`src/rtl/clk_mode_pkg.sv`:
```
package clk_mode_pkg;
   typedef enum logic [1:0] {
      CM_RUN  = 2'd0,
      CM_WAIT = 2'd1,
      CM_STOP = 2'd2,
      CM_STAB = 2'd3
   } cm_state_t;

   localparam int CTRL_W    = 3;
   localparam int SEL_BIT   = 2;
   localparam int MOFF_BIT  = 1;
   localparam int DRV_BIT   = 0;
   localparam logic [CTRL_W-1:0] CTRL_RST = 3'b001;
endpackage

```
`src/rtl/cmc_ctrl_reg.sv`:
```
module cmc_ctrl_reg #(
   parameter int W = 3,
   parameter logic [W-1:0] RST_VAL = '0
) (
   input  logic         clk,
   input  logic         rst_n,
   input  logic         wr_en,
   input  logic [W-1:0] wdata,
   output logic [W-1:0] q
);
   generate
      if (W < 1) begin : g_bad_w
         $error("cmc_ctrl_reg: W must be at least 1");
      end
   endgenerate

   always_ff @(posedge clk) begin
      if (!rst_n)     q <= RST_VAL;
      else if (wr_en) q <= wdata;
   end
endmodule

```
`src/rtl/cmc_stab_timer.sv`:
```
module cmc_stab_timer #(
   parameter int PRE_W   = 4,
   parameter int S1_W    = 8,
   parameter int S2_W    = 3,
   parameter int S1_INIT = 255,
   parameter int S2_INIT = 7
) (
   input  logic clk,
   input  logic rst_n,
   input  logic load,
   input  logic run,
   input  logic tick,
   output logic done
);
   localparam logic [S1_W-1:0] S1_PRE = S1_W'(S1_INIT);
   localparam logic [S2_W-1:0] S2_PRE = S2_W'(S2_INIT);

   generate
      if (S1_W < 1 || S2_W < 1 || PRE_W < 0) begin : g_bad_w
         $error("cmc_stab_timer: illegal widths");
      end
      if (S1_INIT >= (1 << S1_W) || S2_INIT >= (1 << S2_W)) begin : g_bad_init
         $error("cmc_stab_timer: preset does not fit its stage");
      end
   endgenerate

   logic            pre_wrap;
   logic [S1_W-1:0] s1_q;
   logic [S2_W-1:0] s2_q;
   logic            s1_zero;
   logic            s2_zero;

   generate
      if (PRE_W > 0) begin : g_pre
         logic [PRE_W-1:0] pre_q;
         always_ff @(posedge clk) begin
            if (!rst_n)           pre_q <= '0;
            else if (load)        pre_q <= '0;
            else if (run && tick) pre_q <= pre_q + 1'b1;
         end
         assign pre_wrap = run && tick && (pre_q == {PRE_W{1'b1}});
      end else begin : g_nopre
         assign pre_wrap = run && tick;
      end
   endgenerate

   assign s1_zero = (s1_q == '0);
   assign s2_zero = (s2_q == '0);

   always_ff @(posedge clk) begin
      if (!rst_n || load) begin
         s1_q <= S1_PRE;
         s2_q <= S2_PRE;
      end else if (pre_wrap) begin
         s1_q <= s1_q - 1'b1;
         if (s1_zero) s2_q <= s2_q - 1'b1;
      end
   end

   assign done = pre_wrap && s1_zero && s2_zero;

   AST_CHAIN_STEP: assert property (@(posedge clk) disable iff (!rst_n)
      (!$stable(s2_q) && !$past(load)) |-> ($past(s1_q) == '0));
endmodule

```
`src/rtl/cmc_phase_gen.sv`:
```
module cmc_phase_gen (
   input  logic clk,
   input  logic rst_n,
   input  logic main_tk,
   input  logic sub_tk,
   input  logic want_sub,
   input  logic hold,
   input  logic force_high,
   output logic phi,
   output logic sel_sub,
   output logic src_tick
);
   logic toggle;

   assign src_tick = sel_sub ? sub_tk : main_tk;
   assign toggle   = src_tick && !hold;

   always_ff @(posedge clk) begin
      if (!rst_n) begin
         phi     <= 1'b1;
         sel_sub <= 1'b0;
      end else begin
         if (force_high)  phi <= 1'b1;
         else if (toggle) phi <= ~phi;
         if (phi && !toggle && !force_high) sel_sub <= want_sub;
      end
   end

   AST_SWITCH_HIGH: assert property (@(posedge clk) disable iff (!rst_n)
      !$stable(sel_sub) |-> $past(phi));
endmodule

```
`src/rtl/clk_mode_ctrl.sv`:
```
module clk_mode_ctrl
   import clk_mode_pkg::*;
#(
   parameter int PRE_W   = 4,
   parameter int S1_W    = 8,
   parameter int S2_W    = 3,
   parameter int S1_INIT = 255,
   parameter int S2_INIT = 7
) (
   input  logic              clk,
   input  logic              rst_n,
   input  logic              main_tick,
   input  logic              sub_tick,
   input  logic              ctrl_wr,
   input  logic [CTRL_W-1:0] ctrl_wdata,
   input  logic              stop_req,
   input  logic              wait_req,
   input  logic              irq_accept,
   input  logic              irq_clkdep,
   output logic              cpu_clk,
   output logic              clk_held,
   output logic              src_sub,
   output logic              main_osc_en,
   output logic              sub_drive_strong
);
   cm_state_t         state_q, state_d;
   logic [CTRL_W-1:0] ctrl_q;
   logic              running;
   logic              wake;
   logic              main_tk;
   logic              src_tick;
   logic              stab_done;

   assign running = (state_q == CM_RUN);
   assign wake    = irq_accept && !irq_clkdep;

   cmc_ctrl_reg #(.W(CTRL_W), .RST_VAL(CTRL_RST)) u_ctrl (
      .clk   (clk),
      .rst_n (rst_n),
      .wr_en (ctrl_wr && running),
      .wdata (ctrl_wdata),
      .q     (ctrl_q)
   );

   assign main_osc_en      = (state_q != CM_STOP) && !ctrl_q[MOFF_BIT];
   assign sub_drive_strong = ctrl_q[DRV_BIT];
   assign main_tk          = main_tick && main_osc_en;

   cmc_phase_gen u_phase (
      .clk        (clk),
      .rst_n      (rst_n),
      .main_tk    (main_tk),
      .sub_tk     (sub_tick),
      .want_sub   (ctrl_q[SEL_BIT]),
      .hold       (!running),
      .force_high (running && (stop_req || wait_req)),
      .phi        (cpu_clk),
      .sel_sub    (src_sub),
      .src_tick   (src_tick)
   );

   cmc_stab_timer #(
      .PRE_W(PRE_W), .S1_W(S1_W), .S2_W(S2_W),
      .S1_INIT(S1_INIT), .S2_INIT(S2_INIT)
   ) u_timer (
      .clk   (clk),
      .rst_n (rst_n),
      .load  (running && stop_req),
      .run   (state_q == CM_STAB),
      .tick  (src_tick),
      .done  (stab_done)
   );

   always_comb begin
      state_d = state_q;
      unique case (state_q)
         CM_RUN:  if (stop_req) state_d = CM_STOP;
                  else if (wait_req) state_d = CM_WAIT;
         CM_WAIT: if (wake) state_d = CM_RUN;
         CM_STOP: if (wake) state_d = CM_STAB;
         CM_STAB: if (stab_done) state_d = CM_RUN;
         default: state_d = CM_RUN;
      endcase
   end

   always_ff @(posedge clk) begin
      if (!rst_n) state_q <= CM_RUN;
      else        state_q <= state_d;
   end

   assign clk_held = !running;

   AST_HALT_HIGH: assert property (@(posedge clk) disable iff (!rst_n)
      clk_held |-> cpu_clk);
   AST_STOP_ENTRY: assert property (@(posedge clk) disable iff (!rst_n)
      (running && stop_req) |=> (!main_osc_en && clk_held && cpu_clk));
   AST_STOP_FIRST: assert property (@(posedge clk) disable iff (!rst_n)
      (running && stop_req && wait_req) |=> (state_q == CM_STOP));
   AST_WAIT_HOLD: assert property (@(posedge clk) disable iff (!rst_n)
      (state_q == CM_WAIT && !wake) |=> (state_q == CM_WAIT && cpu_clk));
   AST_WAIT_OSC: assert property (@(posedge clk) disable iff (!rst_n)
      (running && wait_req && !stop_req) |=> $stable(main_osc_en));
endmodule

```
`config.mk`:
```
export PLATFORM = sky130hd
export DESIGN_NAME = clk_mode_ctrl
export DESIGN_NICKNAME = d
export VERILOG_FILES = /design/src/rtl/clk_mode_pkg.sv /design/src/rtl/cmc_ctrl_reg.sv /design/src/rtl/cmc_stab_timer.sv /design/src/rtl/cmc_phase_gen.sv /design/src/rtl/clk_mode_ctrl.sv
export SDC_FILE = /design/constraint.sdc
export NUM_CORES = 1
export LEC_CHECK = 0
export BUFFER_PORTS_ARGS = -buffer_cell sky130_fd_sc_hd__buf_4
export CAP_MARGIN = 20
export CORE_MARGIN = 10
export CORE_UTILIZATION = 46
export DETAILED_ROUTE_END_ITERATION = 8
export PLACE_DENSITY = 0.68
export REMOVE_ABC_BUFFERS = 1
export SLEW_MARGIN = 20
export SYNTH_ARGS = -nofsm -noshare
export SYNTH_HDL_FRONTEND = slang
export SYNTH_HIERARCHICAL = 1
export SYNTH_SLANG_ARGS = --single-unit
export TNS_END_PERCENT = 50
```
`constraint.sdc`:
```
create_clock -name clk -period 2.8 [get_ports clk]
set_input_delay 0.56 -clock clk [delete_from_list [all_inputs] [get_ports clk]]
set_output_delay 0.56 -clock clk [all_outputs]
set_load 0.01 [all_outputs]
```
==> reports/results.tsv, run 1 <==
stage	metric	value	unit
placement	place.gp.congestion	0.765	
grt	global_route.overflow_total	0	
power	ir_drop	314	uV
power	leakagePower	0.578	nW
synthesis	netlist_cell_types	39	
cts	clockBufferDepth	2	
synthesis	yosys.area_share.simple	34.4	%
synthesis	synth_fa_ha_area_share	5.23	%
hold_path	hold_class	in2reg	
power	combinationalPowerShare	15.0	%
routing	drt-total-wl	2360	um
cts	insertion_delay	0.31	ns
floorplan	core-area	2480	um2
synthesis	synth_area	1200	um2
timing	setup_tns	0	ns
routing	via_count	1000	
routing	vias_per_cell	5.52	
final_layout	layout.nets	170	
cts	holdBufCountCts	0	
worst_setup_path	crit-reg2reg-capture	state_q[0]$_SDFFE_PN0P_	
power	internal_power	413	uW
cts	post_cts_resize_count	0	
placement	cell_count_after_placement	178	
power	power.net_switching	145	uW
grt	global_route.usage.total	9.97	%
worst_setup_path	arrival	2.51	ns
timing	relative_slew_margins	55.6	%
grt	grt_pass1_vias	988	
synthesis	yosys.cell_count.top_type	sky130_fd_sc_hd__dfxtp_1	
grt	antenna_found_initial	0	
timing	hold_viol	0	
worst_setup_path	ff2ff_setup_slack	0.50	ns
timing	min_period_over_period	82.2	%
synthesis	yosysTopAreaCellShare	36.8	%
timing	clock.fmax	0.435	GHz
placement	total_half_perimeter_wirelength_after_legalization_and_detailed_placement	1870	um
synthesis	multiplexer_share_of_the_synthesized_area	8.79	%
floorplan	rows	18	
worst_setup_path	worst_path_max_delay_cell	sky130_fd_sc_hd__dfxtp_1	
final_layout	final_util	55.3	%
synthesis	synth_largest_area_cell	sky130_fd_sc_hd__dfxtp_1	
cts	clk_root_buffer_cell	sky130_fd_sc_hd__clkbuf_4	
hold_path	holdPathEnd	u_ctrl/q[0]$_SDFFE_PN1P_	
cts	clkSinkCount	22	
floorplan	fp.dieH	71.0	um
routing	drcViolationCount	0	
routing	route.detailed.wl_per_inst	13.1	um
worst_setup_path	crit_path_top_cell_by_count	sky130_fd_sc_hd__inv_1	
worst_setup_path	critPathMaxStageDelay	0.43	ns
cts	cts_made_buffers	3	
worst_setup_path	path_class	reg2reg	
routing	detail_route.first_pass.iterations	4	
synthesis	synth_top_cells_by_area	sky130_fd_sc_hd__dfxtp_1, sky130_fd_sc_hd__mux2i_1, sky130_fd_sc_hd__ha_1	
worst_setup_path	critPathTopFamily	simple AND/OR/NAND/NOR gates	
grt	pin_count_of_the_biggest_net_entering_global_routing	12	
timing	final_critical_path_setup_slack	0.499	ns
placement	number_of_input_and_output_port_buffers_inserted	16	
worst_setup_path	element_type_at_the_critical_path_end	register	
synthesis	yosys-top-cells-count	sky130_fd_sc_hd__dfxtp_1, sky130_fd_sc_hd__nor2_1, sky130_fd_sc_hd__inv_1	
power	report.power.total	558	uW
synthesis	yosysWarnings	6	
cts	depth_of_the_cts_h_tree	1	
cts	clkTransAtPathRegs	0.11	ns
floorplan	die_width	71.0	um
floorplan	design.die.area	5040	um2
cts	cts_post_setup_buffers_inserted	0	
power	power_density	408	nW/um2
power	power.share.switching	26.0	%
worst_setup_path	ff2ff_path_depth	11	
hold_path	min_path_cells	3	
routing	first_iter_violations	86	
grt	grt_pass1_wl	4330	um
power	pwr-share-seq	59.1	%
synthesis	postSynth.topFlopCell	sky130_fd_sc_hd__dfxtp_1	
timing	period_needed	2.30	ns
synthesis	synth-edff-count	0	
final_layout	finalNonFillerCells	181	
floorplan	num_io_pins	17	
placement	post-place-ws	0.511	ns
hold_path	min-delay-start	ctrl_wdata[0]	
floorplan	floorplan.initialDensity	48.3	%
synthesis	post_synth_xor_area_fraction	1.46	%
synthesis	seq_area_frac_synth	36.8	%
final_layout	num_antenna_cells	0	
worst_setup_path	crit_start	state_q[0]$_SDFFE_PN0P_	
timing	report.final.setup_viol	0	
cts	clock_tree_from_tritoncts	done	
timing	unrepaired_setup_endpoints_after_global_routing	false	
final_layout	syn_to_final_growth	14.4	%
synthesis	synthArstFlopShare	0	%
final_layout	post_route_cells_drive_above_1_share	17.9	%
timing	maxSlewViolCount	0	
timing	final.setup_skew	0.00692	ns
power	power_share_of_the_clock_group	25.9	%
synthesis	postSynthCellCount	134	
worst_setup_path	crit_chain	inv_1 > a21oi_1 > and2_1 > mux2i_1 > inv_1 > nand4_4 > nor4_4 > and3b_1 > nand2b_1 > o211ai_1 > and3_1	
job	maxCapViolCount	0	
worst_setup_path	cp_max_fo	8	
routing	postRouteAntennaNets	0	
worst_setup_path	r2r-start	state_q[0]$_SDFFE_PN0P_	
synthesis	main_combinational_cell_family_by_area_after_synthesis	simple AND/OR/NAND/NOR gates	
worst_setup_path	cp.required	3.01	ns
synthesis	synth-compound-area-share	9.52	%
worst_setup_path	worst-path-stages	11	
timing	tightestPinTransition	0.664	ns
worst_setup_path	timing.critical_path.from_type	register	
synthesis	ys_ff_latch	22	
run_status	outcome	complete, no violations	
worst_setup_path	crit_buf_inv	2	
synthesis	post_synth.cell_area_avg	8.93	um2
## worst register-to-register path, stage by stage (launching register included)
cell                       delay (ns)
sky130_fd_sc_hd__dfxtp_1         0.43
sky130_fd_sc_hd__inv_1           0.06
sky130_fd_sc_hd__a21oi_1         0.15
sky130_fd_sc_hd__and2_1          0.14
sky130_fd_sc_hd__mux2i_1         0.10
sky130_fd_sc_hd__inv_1           0.18
sky130_fd_sc_hd__nand4_4         0.19
sky130_fd_sc_hd__nor4_4          0.38
sky130_fd_sc_hd__and3b_1         0.19
sky130_fd_sc_hd__nand2b_1        0.11
sky130_fd_sc_hd__o211ai_1        0.08
sky130_fd_sc_hd__and3_1          0.19
## area by class of cell
type,instances,area (um2)
inverter,10,37.5
fill,242,1110
tap,30,37.5
multi-input combinational,100,711
timing repair buffer,16,120
clock buffer,3,22.5
sequential,22,440
## power by group through the flow
stage | combinational (mW) | sequential [mW] | clock [mW]
after floorplan | 0.0493 | 0.336 | 0
after global placement | 0.0830 | 0.336 | 0
after detailed placement | 0.0850 | 0.337 | 0
after CTS | 0.0851 | 0.330 | 0.154
after global routing | 0.0952 | 0.332 | 0.166
final | 0.0838 | 0.330 | 0.144
## metrics by stage
step	hold slack, ns	area [um2]
final	0.467	1370
after detailed placement	0.476	1350
after global placement	0.458	1350
after floorplan	0.454	1190
after global routing	0.459	1370
after CTS	0.457	1370
## worst max path at each step
stage / slack, ns / end
2_1_floorplan: 0.60 / state_q[0]$_SDFFE_PN0P_
3_3_place_gp: 0.56 / state_q[0]$_SDFFE_PN0P_
3_5_place_dp: 0.51 / state_q[0]$_SDFFE_PN0P_
4_1_cts: 0.50 / state_q[0]$_SDFFE_PN0P_
5_1_grt: 0.22 / state_q[0]$_SDFFE_PN0P_
6_report: 0.50 / state_q[0]$_SDFFE_PN0P_
## flip-flops by register name, summed over array words and instances, names as in the netlist
register / flops
u_ctrl/q: 3
state_q: 2
u_timer/s1_q: 8
u_timer/g_pre.pre_q: 4
u_phase/phi: 1
u_timer/s2_q: 3
u_phase/sel_sub: 1
## layer usage
metal | global-route usage, % | up-vias | part of all wire [%]
met5 | 0 | - | 0
met4 | 1.94 | 0 | 0.55
met3 | 4.18 | 2 | 6.3
met2 | 16.3 | 19 | 45
met1 | 11.9 | 462 | 48
li1 | - | 517 | -
## kinds of logic after synthesis
kind of cell,Yosys count
buffers and inverters,12
flip-flops,22
adder cells (fa/ha/maj),5
AND/OR/NAND/NOR,64
AO/OA/AOI/OAI,19
XOR/XNOR,2
multiplexers,10
## cells in the final DEF (no fill, tap or decap), types with 5 or more instances in the layout
cell	count
sky130_fd_sc_hd__o21ai_0	8
sky130_fd_sc_hd__ha_1	5
sky130_fd_sc_hd__nand2_1	5
sky130_fd_sc_hd__mux2i_1	9
sky130_fd_sc_hd__buf_4	16
sky130_fd_sc_hd__nor2_1	13
sky130_fd_sc_hd__nor2b_1	5
sky130_fd_sc_hd__inv_1	10
sky130_fd_sc_hd__dfxtp_1	22
sky130_fd_sc_hd__and2_1	7
(Power assumes the default switching activity.)
==> inputs of run 2 (changes only) <==
- PLACE_DENSITY: 0.68 -> 0.71
- clock period: 2.8 -> 1.9 ns (I/O delays scaled with it)
==> run 2 against run 1 <==
Final cell count increased by 9.9%. Via count rose by 6.0%. Worst hold slack got worse by 0.17 ns. Power increased by 55%. Clock skew about the same. Design area rose by 13%. Core utilization increased by 7.4 points. Global-route usage grew 0.71 points. Flip-flop and latch count stayed put. Sequential share of layout area is 3.6 points lower. Count of clock-buffer cells in the layout is the same. Critical endpoint unchanged.
==> reports/results.tsv, run 2 (synthesized netlist as in run 1, its figures left out) <==
stage	metric	value	unit	change
floorplan	die_width	71.0	um	unchanged
power	leakagePower	0.671	nW	+16%
routing	route.detailed.wl_per_inst	13.2	um	+1.4%
final_layout	layout.nets	188		+11%
placement	place.gp.congestion	0.786		+2.9%
timing	final.setup_skew	0.00695	ns	+0.0000260 ns
run_status	outcome	complete, no violations		
floorplan	rows	18		unchanged
placement	total_half_perimeter_wirelength_after_legalization_and_detailed_placement	2010	um	+7.6%
job	maxCapViolCount	0		unchanged
floorplan	core-area	2480	um2	unchanged
final_layout	num_antenna_cells	0		unchanged
worst_setup_path	path_class	reg2reg		
cts	cts_made_buffers	3		unchanged
routing	postRouteAntennaNets	0		unchanged
power	pwr-share-seq	55.9	%	-3.2 points
timing	min_period_over_period	97.1	%	+15 points
routing	detail_route.first_pass.iterations	4		unchanged
cts	clkTransAtPathRegs	0.12	ns	about the same
cts	insertion_delay	0.30	ns	about the same
timing	clock.fmax	0.542	GHz	+25%
cts	clkSinkCount	22		unchanged
grt	global_route.overflow_total	0		unchanged
hold_path	hold_class	in2reg		
timing	setup_tns	0	ns	unchanged
routing	drt-total-wl	2640	um	+12%
floorplan	floorplan.initialDensity	48.3	%	unchanged
timing	unrepaired_setup_endpoints_after_global_routing	true		
worst_setup_path	crit_buf_inv	1		-1
grt	grt_pass1_wl	4640	um	+7.3%
power	ir_drop	370	uV	+18%
placement	post-place-ws	-0.0230	ns	-0.534 ns
grt	global_route.usage.total	10.7	%	+0.71 points
routing	first_iter_violations	65		-24%
worst_setup_path	critPathTopFamily	simple AND/OR/NAND/NOR gates		
timing	relative_slew_margins	73.1	%	+17 points
final_layout	final_common_cell	sky130_fd_sc_hd__buf_4		
worst_setup_path	critPathMaxStageDelay	0.38	ns	-0.05 ns
final_layout	most-common-layout-cells	sky130_fd_sc_hd__buf_4, sky130_fd_sc_hd__dfxtp_1, sky130_fd_sc_hd__nor2_1		
routing	via_count	1060		+6.0%
timing	hold_viol	0		unchanged
worst_setup_path	cp_max_fo	3		-5
power	power.net_switching	223	uW	+54%
worst_setup_path	arrival	2.05	ns	-0.46 ns
worst_setup_path	timing.critical_path.from_type	register		
final_layout	largest_reg_flops	8		unchanged
cts	depth_of_the_cts_h_tree	1		unchanged
placement	number_of_input_and_output_port_buffers_inserted	16		unchanged
worst_setup_path	crit_chain	inv_4 > ha_4 > or3b_4 > nor4_4 > and3b_1 > nand2b_4 > o211ai_1 > and3_1		
floorplan	num_io_pins	17		unchanged
timing	maxSlewViolCount	0		unchanged
power	internal_power	642	uW	+56%
grt	grt_pass1_vias	1042		+5.5%
power	power.share.switching	25.8	%	-0.24 points
timing	report.final.setup_viol	0		unchanged
power	combinationalPowerShare	20.5	%	+5.5 points
grt	pin_count_of_the_biggest_net_entering_global_routing	12		unchanged
power	power_density	557	nW/um2	+37%
routing	vias_per_cell	5.33		-3.6%
cts	clock_tree_from_tritoncts	done		
routing	drcViolationCount	0		unchanged
placement	placedInstanceArea	1440	um2	+6.7%
worst_setup_path	worst_path_max_delay_cell	sky130_fd_sc_hd__or3b_4		
final_layout	syn_to_final_growth	29.8	%	
timing	period_needed	1.84	ns	-0.456 ns
final_layout	post_route_cells_drive_above_1_share	33.7	%	+16 points
final_layout	regMostFlops	u_timer/s1_q		
timing	tightestPinTransition	0.403	ns	-0.261 ns
floorplan	design.die.area	5040	um2	unchanged
worst_setup_path	element_type_at_the_critical_path_end	register		
floorplan	fp.dieH	71.0	um	unchanged
cts	clk_root_buffer_cell	sky130_fd_sc_hd__clkbuf_4		
final_layout	largest_registers	u_timer/s1_q x8, u_timer/g_pre.pre_q x4		
worst_setup_path	cp.required	2.10	ns	-0.91 ns
grt	antenna_found_initial	0		unchanged
timing	final_critical_path_setup_slack	0.0553	ns	-0.444 ns
final_layout	fin_area	1550	um2	+13%
cts	clockBufferDepth	2		unchanged
power	power_share_of_the_clock_group	23.6	%	-2.3 points
-- run 2: cell count changes in the layout (fill, tap and decap cells not counted), moves of 2 or more --
cell                      previous run  this run
sky130_fd_sc_hd__dfxtp_2             0         3
sky130_fd_sc_hd__o21ai_0             8         6
sky130_fd_sc_hd__o21ai_1             0         2
sky130_fd_sc_hd__inv_2               0         2
sky130_fd_sc_hd__dfxtp_1            22        19
sky130_fd_sc_hd__buf_4              16        34
sky130_fd_sc_hd__inv_1              10         7
-- run 2: final cells by class --
type	instances	area [um2]
multi-input combinational	100	753
timing repair buffer	34	255
fill	210	925
sequential	22	444
tap	30	37.5
inverter	10	40.0
clock buffer	3	22.5
-- run 2: routing by layer --
layer / wire length (um) / share of wire, % / vias up / GRT usage [%]
met4: 13 / 0.49 / 0 / 3.23
met2: 1240 / 47 / 19 / 17.2
met1: 1280 / 49 / 487 / 13.5
met3: 97 / 3.7 / 2 / 2.79
met5: 0 / 0 / - / 0
li1: - / - / 552 / -
-- run 2: power by group through the flow --
stage | Combinational [mW] | Clock [mW] | Sequential, mW
after CTS | 0.160 | 0.216 | 0.483
after global routing | 0.196 | 0.236 | 0.484
after detailed placement | 0.154 | 0 | 0.491
final | 0.177 | 0.204 | 0.483
after floorplan | 0.0726 | 0 | 0.495
after global placement | 0.148 | 0 | 0.490
-- run 2: worst reg2reg max path: stages, from the launching register on --
cell	delay (ns)
sky130_fd_sc_hd__dfxtp_2	0.36
sky130_fd_sc_hd__inv_4	0.07
sky130_fd_sc_hd__ha_4	0.12
sky130_fd_sc_hd__or3b_4	0.38
sky130_fd_sc_hd__nor4_4	0.26
sky130_fd_sc_hd__and3b_1	0.19
sky130_fd_sc_hd__nand2b_4	0.12
sky130_fd_sc_hd__o211ai_1	0.08
sky130_fd_sc_hd__and3_1	0.18
-- run 2: worst paths after layout --
check	start	to	slack (ns)	cells past startpoint
max	u_timer/s1_q[0]$_SDFFE_PP1P_	state_q[0]$_SDFFE_PN0P_	0.06	8
min	ctrl_wdata[0]	u_ctrl/q[0]$_SDFFE_PN1P_	0.30	3
max reg2reg	u_timer/s1_q[0]$_SDFFE_PP1P_	state_q[0]$_SDFFE_PN0P_	0.06	8
min reg2reg	u_ctrl/q[0]$_SDFFE_PN1P_	u_ctrl/q[0]$_SDFFE_PN1P_	0.50	2
-- run 2: stage by stage --
step | power (mW) | util [%] | instances | hold slack [ns]
after floorplan | 0.568 | - | 132 | 0.442
after global placement | 0.639 | 58.0 | 190 | 0.458
after detailed placement | 0.646 | 58.0 | 190 | 0.468
after CTS | 0.859 | 59.6 | 194 | 0.282
after global routing | 0.916 | 62.7 | 199 | 0.294
final | 0.865 | 62.7 | 199 | 0.296
-- run 2: what timing repair did --
item,4_1_cts,5_1_grt
setup endpoints to repair,2,11
pin swaps,1,1
buffers inserted,1,5
gates cloned,0,0
resized for setup,6,13
hold buffers,0,0
